--- src/rtl/codec_regfile_pkg.sv ---
package codec_regfile_pkg;
  localparam int unsigned IDX_WORD   = 0;
  localparam int unsigned PORT_WORD  = 1;
  localparam int unsigned STAT_WORD  = 2;
  localparam int unsigned CTRL_WORD  = 4;
  localparam logic [31:0] CTRL_MASK  = 32'h0000_007F;

  localparam int unsigned IND_WO     = 3;
  localparam int unsigned IND_RO_A   = 11;
  localparam int unsigned IND_VER    = 12;
  localparam int unsigned IND_RO_B   = 25;
  localparam logic [7:0]  VER_CODE   = 8'h8A;
  localparam logic [7:0]  ID_CODE    = 8'hA0;
  localparam logic [7:0]  VER_WMASK  = 8'h40;

  function automatic logic [7:0] ind_rst_val(int unsigned i);
    if (i == IND_VER)  return VER_CODE;
    if (i == IND_RO_B) return ID_CODE;
    return 8'h00;
  endfunction
endpackage

--- src/rtl/crf_direct_bank.sv ---
module crf_direct_bank
  import codec_regfile_pkg::*;
#(
  parameter int unsigned NUM_WORDS = 16,
  parameter int unsigned DATA_W    = 32,
  localparam int unsigned WSEL_W   = $clog2(NUM_WORDS)
) (
  input  logic                              clk_i,
  input  logic                              rst_ni,
  input  logic                              wr_en_i,
  input  logic [WSEL_W-1:0]                 wsel_i,
  input  logic [DATA_W-1:0]                 wdata_i,
  input  logic                              soft_rst_i,
  output logic [NUM_WORDS-1:0][DATA_W-1:0]  words_o
);
  localparam logic [DATA_W-1:0] CMASK = DATA_W'(CTRL_MASK);

  for (genvar w = 0; w < NUM_WORDS; w++) begin : g_word
    logic hit;
    assign hit = wr_en_i && (wsel_i == WSEL_W'(w));
    if (w == PORT_WORD || w == STAT_WORD) begin : g_fixed
      // port word lives in the indirect bank; status word is read-only
      assign words_o[w] = '0;
    end else if (w == CTRL_WORD) begin : g_ctrl
      always_ff @(posedge clk_i or negedge rst_ni) begin
        if (!rst_ni)  words_o[w] <= '0;
        else if (hit) words_o[w] <= wdata_i & CMASK;
      end
    end else begin : g_plain
      always_ff @(posedge clk_i or negedge rst_ni) begin
        if (!rst_ni)         words_o[w] <= '0;
        else if (soft_rst_i) words_o[w] <= '0;
        else if (hit)        words_o[w] <= wdata_i;
      end
    end
  end
endmodule

--- src/rtl/crf_indirect_bank.sv ---
module crf_indirect_bank
  import codec_regfile_pkg::*;
#(
  parameter int unsigned NUM_IND = 32,
  parameter int unsigned IND_W   = 8,
  localparam int unsigned IDX_W  = $clog2(NUM_IND)
) (
  input  logic                            clk_i,
  input  logic                            rst_ni,
  input  logic                            wr_en_i,
  input  logic [IDX_W-1:0]                idx_i,
  input  logic [IND_W-1:0]                wdata_i,
  input  logic                            soft_rst_i,
  output logic [NUM_IND-1:0][IND_W-1:0]   regs_o
);
  for (genvar i = 0; i < NUM_IND; i++) begin : g_ent
    localparam logic [IND_W-1:0] RST = IND_W'(ind_rst_val(i));
    logic hit;
    assign hit = wr_en_i && (idx_i == IDX_W'(i));
    if (i == IND_RO_A || i == IND_RO_B) begin : g_ro
      assign regs_o[i] = RST;
    end else if (i == IND_VER) begin : g_ver
      always_ff @(posedge clk_i or negedge rst_ni) begin
        if (!rst_ni)         regs_o[i] <= RST;
        else if (soft_rst_i) regs_o[i] <= RST;
        else if (hit)        regs_o[i] <= (wdata_i & IND_W'(VER_WMASK)) | IND_W'(VER_CODE);
      end
    end else begin : g_rw
      always_ff @(posedge clk_i or negedge rst_ni) begin
        if (!rst_ni)         regs_o[i] <= RST;
        else if (soft_rst_i) regs_o[i] <= RST;
        else if (hit)        regs_o[i] <= wdata_i;
      end
    end
  end
endmodule

--- src/rtl/crf_read_mux.sv ---
module crf_read_mux
  import codec_regfile_pkg::*;
#(
  parameter int unsigned NUM_WORDS = 16,
  parameter int unsigned DATA_W    = 32,
  parameter int unsigned NUM_IND   = 32,
  parameter int unsigned IND_W     = 8,
  localparam int unsigned WSEL_W   = $clog2(NUM_WORDS),
  localparam int unsigned IDX_W    = $clog2(NUM_IND)
) (
  input  logic [NUM_WORDS-1:0][DATA_W-1:0] words_i,
  input  logic [NUM_IND-1:0][IND_W-1:0]    regs_i,
  input  logic [WSEL_W-1:0]                wsel_i,
  input  logic [IDX_W-1:0]                 idx_i,
  output logic [DATA_W-1:0]                rdata_o
);
  always_comb begin
    if (wsel_i != WSEL_W'(PORT_WORD))      rdata_o = words_i[wsel_i];
    else if (idx_i == IDX_W'(IND_WO))      rdata_o = '0;
    else                                   rdata_o = DATA_W'(regs_i[idx_i]);
  end
endmodule

--- src/rtl/codec_regfile.sv ---
module codec_regfile
  import codec_regfile_pkg::*;
#(
  parameter int unsigned NUM_WORDS = 16,
  parameter int unsigned DATA_W    = 32,
  parameter int unsigned NUM_IND   = 32,
  parameter int unsigned IND_W     = 8,
  localparam int unsigned WSEL_W   = $clog2(NUM_WORDS),
  localparam int unsigned IDX_W    = $clog2(NUM_IND),
  localparam int unsigned ADDR_W   = WSEL_W + 2
) (
  input  logic              clk_i,
  input  logic              rst_ni,
  input  logic              wr_en_i,
  input  logic [ADDR_W-1:0] addr_i,
  input  logic [DATA_W-1:0] wdata_i,
  output logic [DATA_W-1:0] rdata_o,
  output logic              irq_o
);
  logic [WSEL_W-1:0]                wsel;
  logic [IDX_W-1:0]                 idx;
  logic                             soft_rst;
  logic                             ind_wr;
  logic [NUM_WORDS-1:0][DATA_W-1:0] word_q;
  logic [NUM_IND-1:0][IND_W-1:0]    ind_q;

  assign wsel     = addr_i[ADDR_W-1:2];
  assign idx      = word_q[IDX_WORD][IDX_W-1:0];
  assign soft_rst = wr_en_i && (wsel == WSEL_W'(CTRL_WORD)) && wdata_i[0];
  assign ind_wr   = wr_en_i && (wsel == WSEL_W'(PORT_WORD));
  assign irq_o    = 1'b0;

  crf_direct_bank #(.NUM_WORDS(NUM_WORDS), .DATA_W(DATA_W)) u_dir (
    .clk_i(clk_i), .rst_ni(rst_ni), .wr_en_i(wr_en_i), .wsel_i(wsel),
    .wdata_i(wdata_i), .soft_rst_i(soft_rst), .words_o(word_q)
  );

  crf_indirect_bank #(.NUM_IND(NUM_IND), .IND_W(IND_W)) u_ind (
    .clk_i(clk_i), .rst_ni(rst_ni), .wr_en_i(ind_wr), .idx_i(idx),
    .wdata_i(wdata_i[IND_W-1:0]), .soft_rst_i(soft_rst), .regs_o(ind_q)
  );

  crf_read_mux #(.NUM_WORDS(NUM_WORDS), .DATA_W(DATA_W), .NUM_IND(NUM_IND), .IND_W(IND_W)) u_rd (
    .words_i(word_q), .regs_i(ind_q), .wsel_i(wsel), .idx_i(idx), .rdata_o(rdata_o)
  );
endmodule

--- config.mk ---
export PLATFORM = sky130hd
export DESIGN_NAME = codec_regfile
export DESIGN_NICKNAME = d
export VERILOG_FILES = /design/src/rtl/codec_regfile_pkg.sv /design/src/rtl/crf_direct_bank.sv /design/src/rtl/crf_indirect_bank.sv /design/src/rtl/crf_read_mux.sv /design/src/rtl/codec_regfile.sv
export SDC_FILE = /design/constraint.sdc
export NUM_CORES = 1
export LEC_CHECK = 0
export ABC_AREA = 1
export CELL_PAD_IN_SITES_DETAIL_PLACEMENT = 1
export CELL_PAD_IN_SITES_GLOBAL_PLACEMENT = 1
export CORE_ASPECT_RATIO = 1.75
export CORE_MARGIN = 5
export CORE_UTILIZATION = 45
export CTS_CLUSTER_DIAMETER = 30
export DETAILED_ROUTE_END_ITERATION = 10
export PLACE_DENSITY = 0.76
export SKIP_CTS_REPAIR_TIMING = 1
export SLEW_MARGIN = 10
export SYNTH_ARGS = -nofsm -noshare
export SYNTH_HDL_FRONTEND = slang
export SYNTH_SLANG_ARGS = --single-unit
--- constraint.sdc ---
create_clock -name clk_i -period 3.1 [get_ports clk_i]
set_input_delay 0.62 -clock clk_i [delete_from_list [all_inputs] [get_ports clk_i]]
set_output_delay 0.62 -clock clk_i [all_outputs]
set_load 0.02 [all_outputs]
==> results.toml <==
[run_status]
status = "finished, violations left"
violations = "setup timing"

[critical_path]
worst_setup_path_start_kind = "flip-flop"
cp.required_ns = 2.48
cp_max_fo = 5
worstPathCellList = "buf_12 > clkinv_8 > buf_4 > nand2_2 > buf_4 > nor2_1 > nor2_1 > nand2_1 > a21oi_1 > nand2_4 > nand3_4 > nand2_2 > buf_6"
criticalPathCategory = "flip-flop to output port"
crit_slowest_cell = "dfrtp_4"
end_kind = "output port"
startpoint = "u_dir.words_o[0]"
worstPathArrival_ns = 2.73
max_stage_delay_ns = 0.45
r2r-start = "u_dir.words_o[1]"

[cells_and_area]
fin_util = 0.597
layout_commonest_cell = "nand2_1"
drive_gt1_frac = 0.179
finalNetCount = 3849
mostFrequentLayoutCells = "nand2_1 (1319), dfrtp_1 (654), o21ai_1 (376), o21ai_0 (337), buf_4 (210)"
ff_latch_area_sq_um = 16400
multi_input_area_sq_um = 11600
num-fill-cells = 7288
layout.cells.non_filler = 4718
syn_to_final_growth_pct = 31.1

[clock_network]
root_buffer = "clkbuf_16"
clock_path_buffers = 3
cts.sinks = 656
cts_tree = "yes"
clk_latency_ns = 0.68
cts_htree_levels = 3
cts_made_buffers = 110
path_clk_slew_ns = 0.05

[power_and_ir_drop]
power.density_nw_per_um2 = 815
power_w = 0.0313
p_leak_nw = 18.8
irDropWorstVdd_uv = 678

[yosys]
ys_ff_latch = 656
yosysUniqueCellTypes = 30
syn-cell-area_sq_um = 29300
synth_simple_gate_area_frac = 0.211
avgSynthCellArea_sq_um = 8.25
ys_warn_count = 0
synth_nets = 3588
synth-edff-count = 0
synth-adder-area-share = 0
synth_top_family_by_area = "simple AND/OR/NAND/NOR gates"
synth_xor_area_frac = 0
synthMuxAreaShare = 0
yosysSeqAreaShare = 0.561
yosys_most_used_dff = "dfrtp_1"
synth-async-reset-ratio = 1.00
synth_compound_area_frac = 0.174
synthCells = 3547

[timing]
period_minus_slack_ns = 3.35
rsz0062_at_grt = "true"
finalSetupViolCount = 8
hold_violations = 0
finalCritPeriodShare = 1.08
relSlewSlack = 0.526
setup_slack_ns = -0.252
fmax_ghz = 0.298
finClkSkew_ns = 0.0280
tightest_slew_ns = 0.710
slew_viol_final = 0

[floorplan]
pin_count = 74
die_area_sq_um = 70400
die_h_um = 347
core_area_sq_um = 64300
rows = 123
die_w_um = 203
initial_core_util = 0.455

[run]
maxCapViolations = 0

[global_routing]
grt_overflow_total = 0
use_met3 = 0.0451
grt_pass1_vias = 31000
grt_max_degree = 84
gr-usage-met2 = 0.583
grt.met1_usage = 0.339
antenna_found_initial = 4
grtUsageTotal = 0.317
busiest_layer = "met2"
grt_pass1_wl_um = 175000

[drt]
remaining_drc_errors = 0
firstDrtPassIters = 5
wl_um = 114000
wire_per_inst_um = 24.2
viasPerCell = 5.90
drt_iter0_markers = 1952
vias = 27900
antenna_left = 0

[hold_path]
hold_path.class = "flip-flop to flip-flop"
hold_start = "u_ind.regs_o[30]"

[place]
post-place-cells = 4485
portBuffers = 70
hpwl_um = 73100
place.gp.congestion = 0.926
==> power breakdown <==
part,switching [W],leakage (nW),internal [W],total (W)
Combinational,0.00390,8.53,0.00246,0.00635
Clock,0.00461,1.93,0.00857,0.0132
Sequential,0.00120,8.34,0.0105,0.0117
==> critical path, delay by kind of cell, from the launching register on <==
family,cells,cell delay (ns)
buffers and inverters,5,0.63
flip-flops,1,0.45
AO/OA/AOI/OAI,1,0.30
AND/OR/NAND/NOR,7,0.67
==> kinds of logic (layout without fill, tap and decap cells) <==
kind of cell / count (synthesis) / in the layout
other: 1 / 3
AND/OR/NAND/NOR: 1574 / 1574
buffers and inverters: 394 / 751
flip-flops: 656 / 656
AO/OA/AOI/OAI: 922 / 922
==> Yosys cell counts, drive strengths merged, types with 6 or more instances <==
cell,instances,area share
clkbuf,181,0.023
nor2,78,0.012
o22ai,10,0.0021
nand2,1364,0.18
dfrtp,656,0.56
buf,80,0.014
inv,129,0.017
nand4,26,0.0056
a21oi,39,0.0092
o21ai,717,0.12
a31oi,6,0.0013
nand3,105,0.018
a22oi,141,0.036
==> layer usage <==
layer  wire, um  part of all wire
met3       5340             0.047
met5         23           0.00020
met4       7620             0.067
met1      40500              0.36
met2      60500              0.53
==> state kept, by name, summed over array words and instances, names as in the netlist <==
signal         cells
u_dir.words_o    423
u_ind.regs_o     233
==> stage by stage <==
step	instance area [sq um]	hold WS [ns]	worst slack (ns)	setup TNS [ns]
floorplan	29300	0.324	0.580	0
global placement	33600	0.461	-0.696	-15.02
detailed placement	33600	0.473	-0.646	-17.02
CTS	37700	-0.0534	-0.799	-18.37
global route	38400	0.507	-0.284	-1.77
finish	38400	0.481	-0.252	-1.45
==> final timing paths <==
path / slack [ns] / cells after the start / end
setup / recovery: -0.25 / 13 / rdata_o[7]
hold / removal: 0.48 / 2 / u_ind.regs_o[30]
setup reg to reg: 1.02 / 10 / u_ind.regs_o[235]
hold reg to reg: 0.48 / 2 / u_ind.regs_o[30]
max in group asynchronous: 1.58 / 4 / u_dir.words_o[306]
min in group asynchronous: 0.53 / 2 / u_ind.regs_o[227]
==> layout make-up <==
class                           count  share of cell area
Inverter                          133              0.0139
Timing Repair Buffer              410               0.125
Clock buffer                      130              0.0774
Clock inverter                     78              0.0275
Antenna cell                        2            0.000130
Multi-Input combinational cell   2497               0.302
Tap cell                          812              0.0265
Sequential cell                   656               0.428
(Power assumes the default switching activity.)
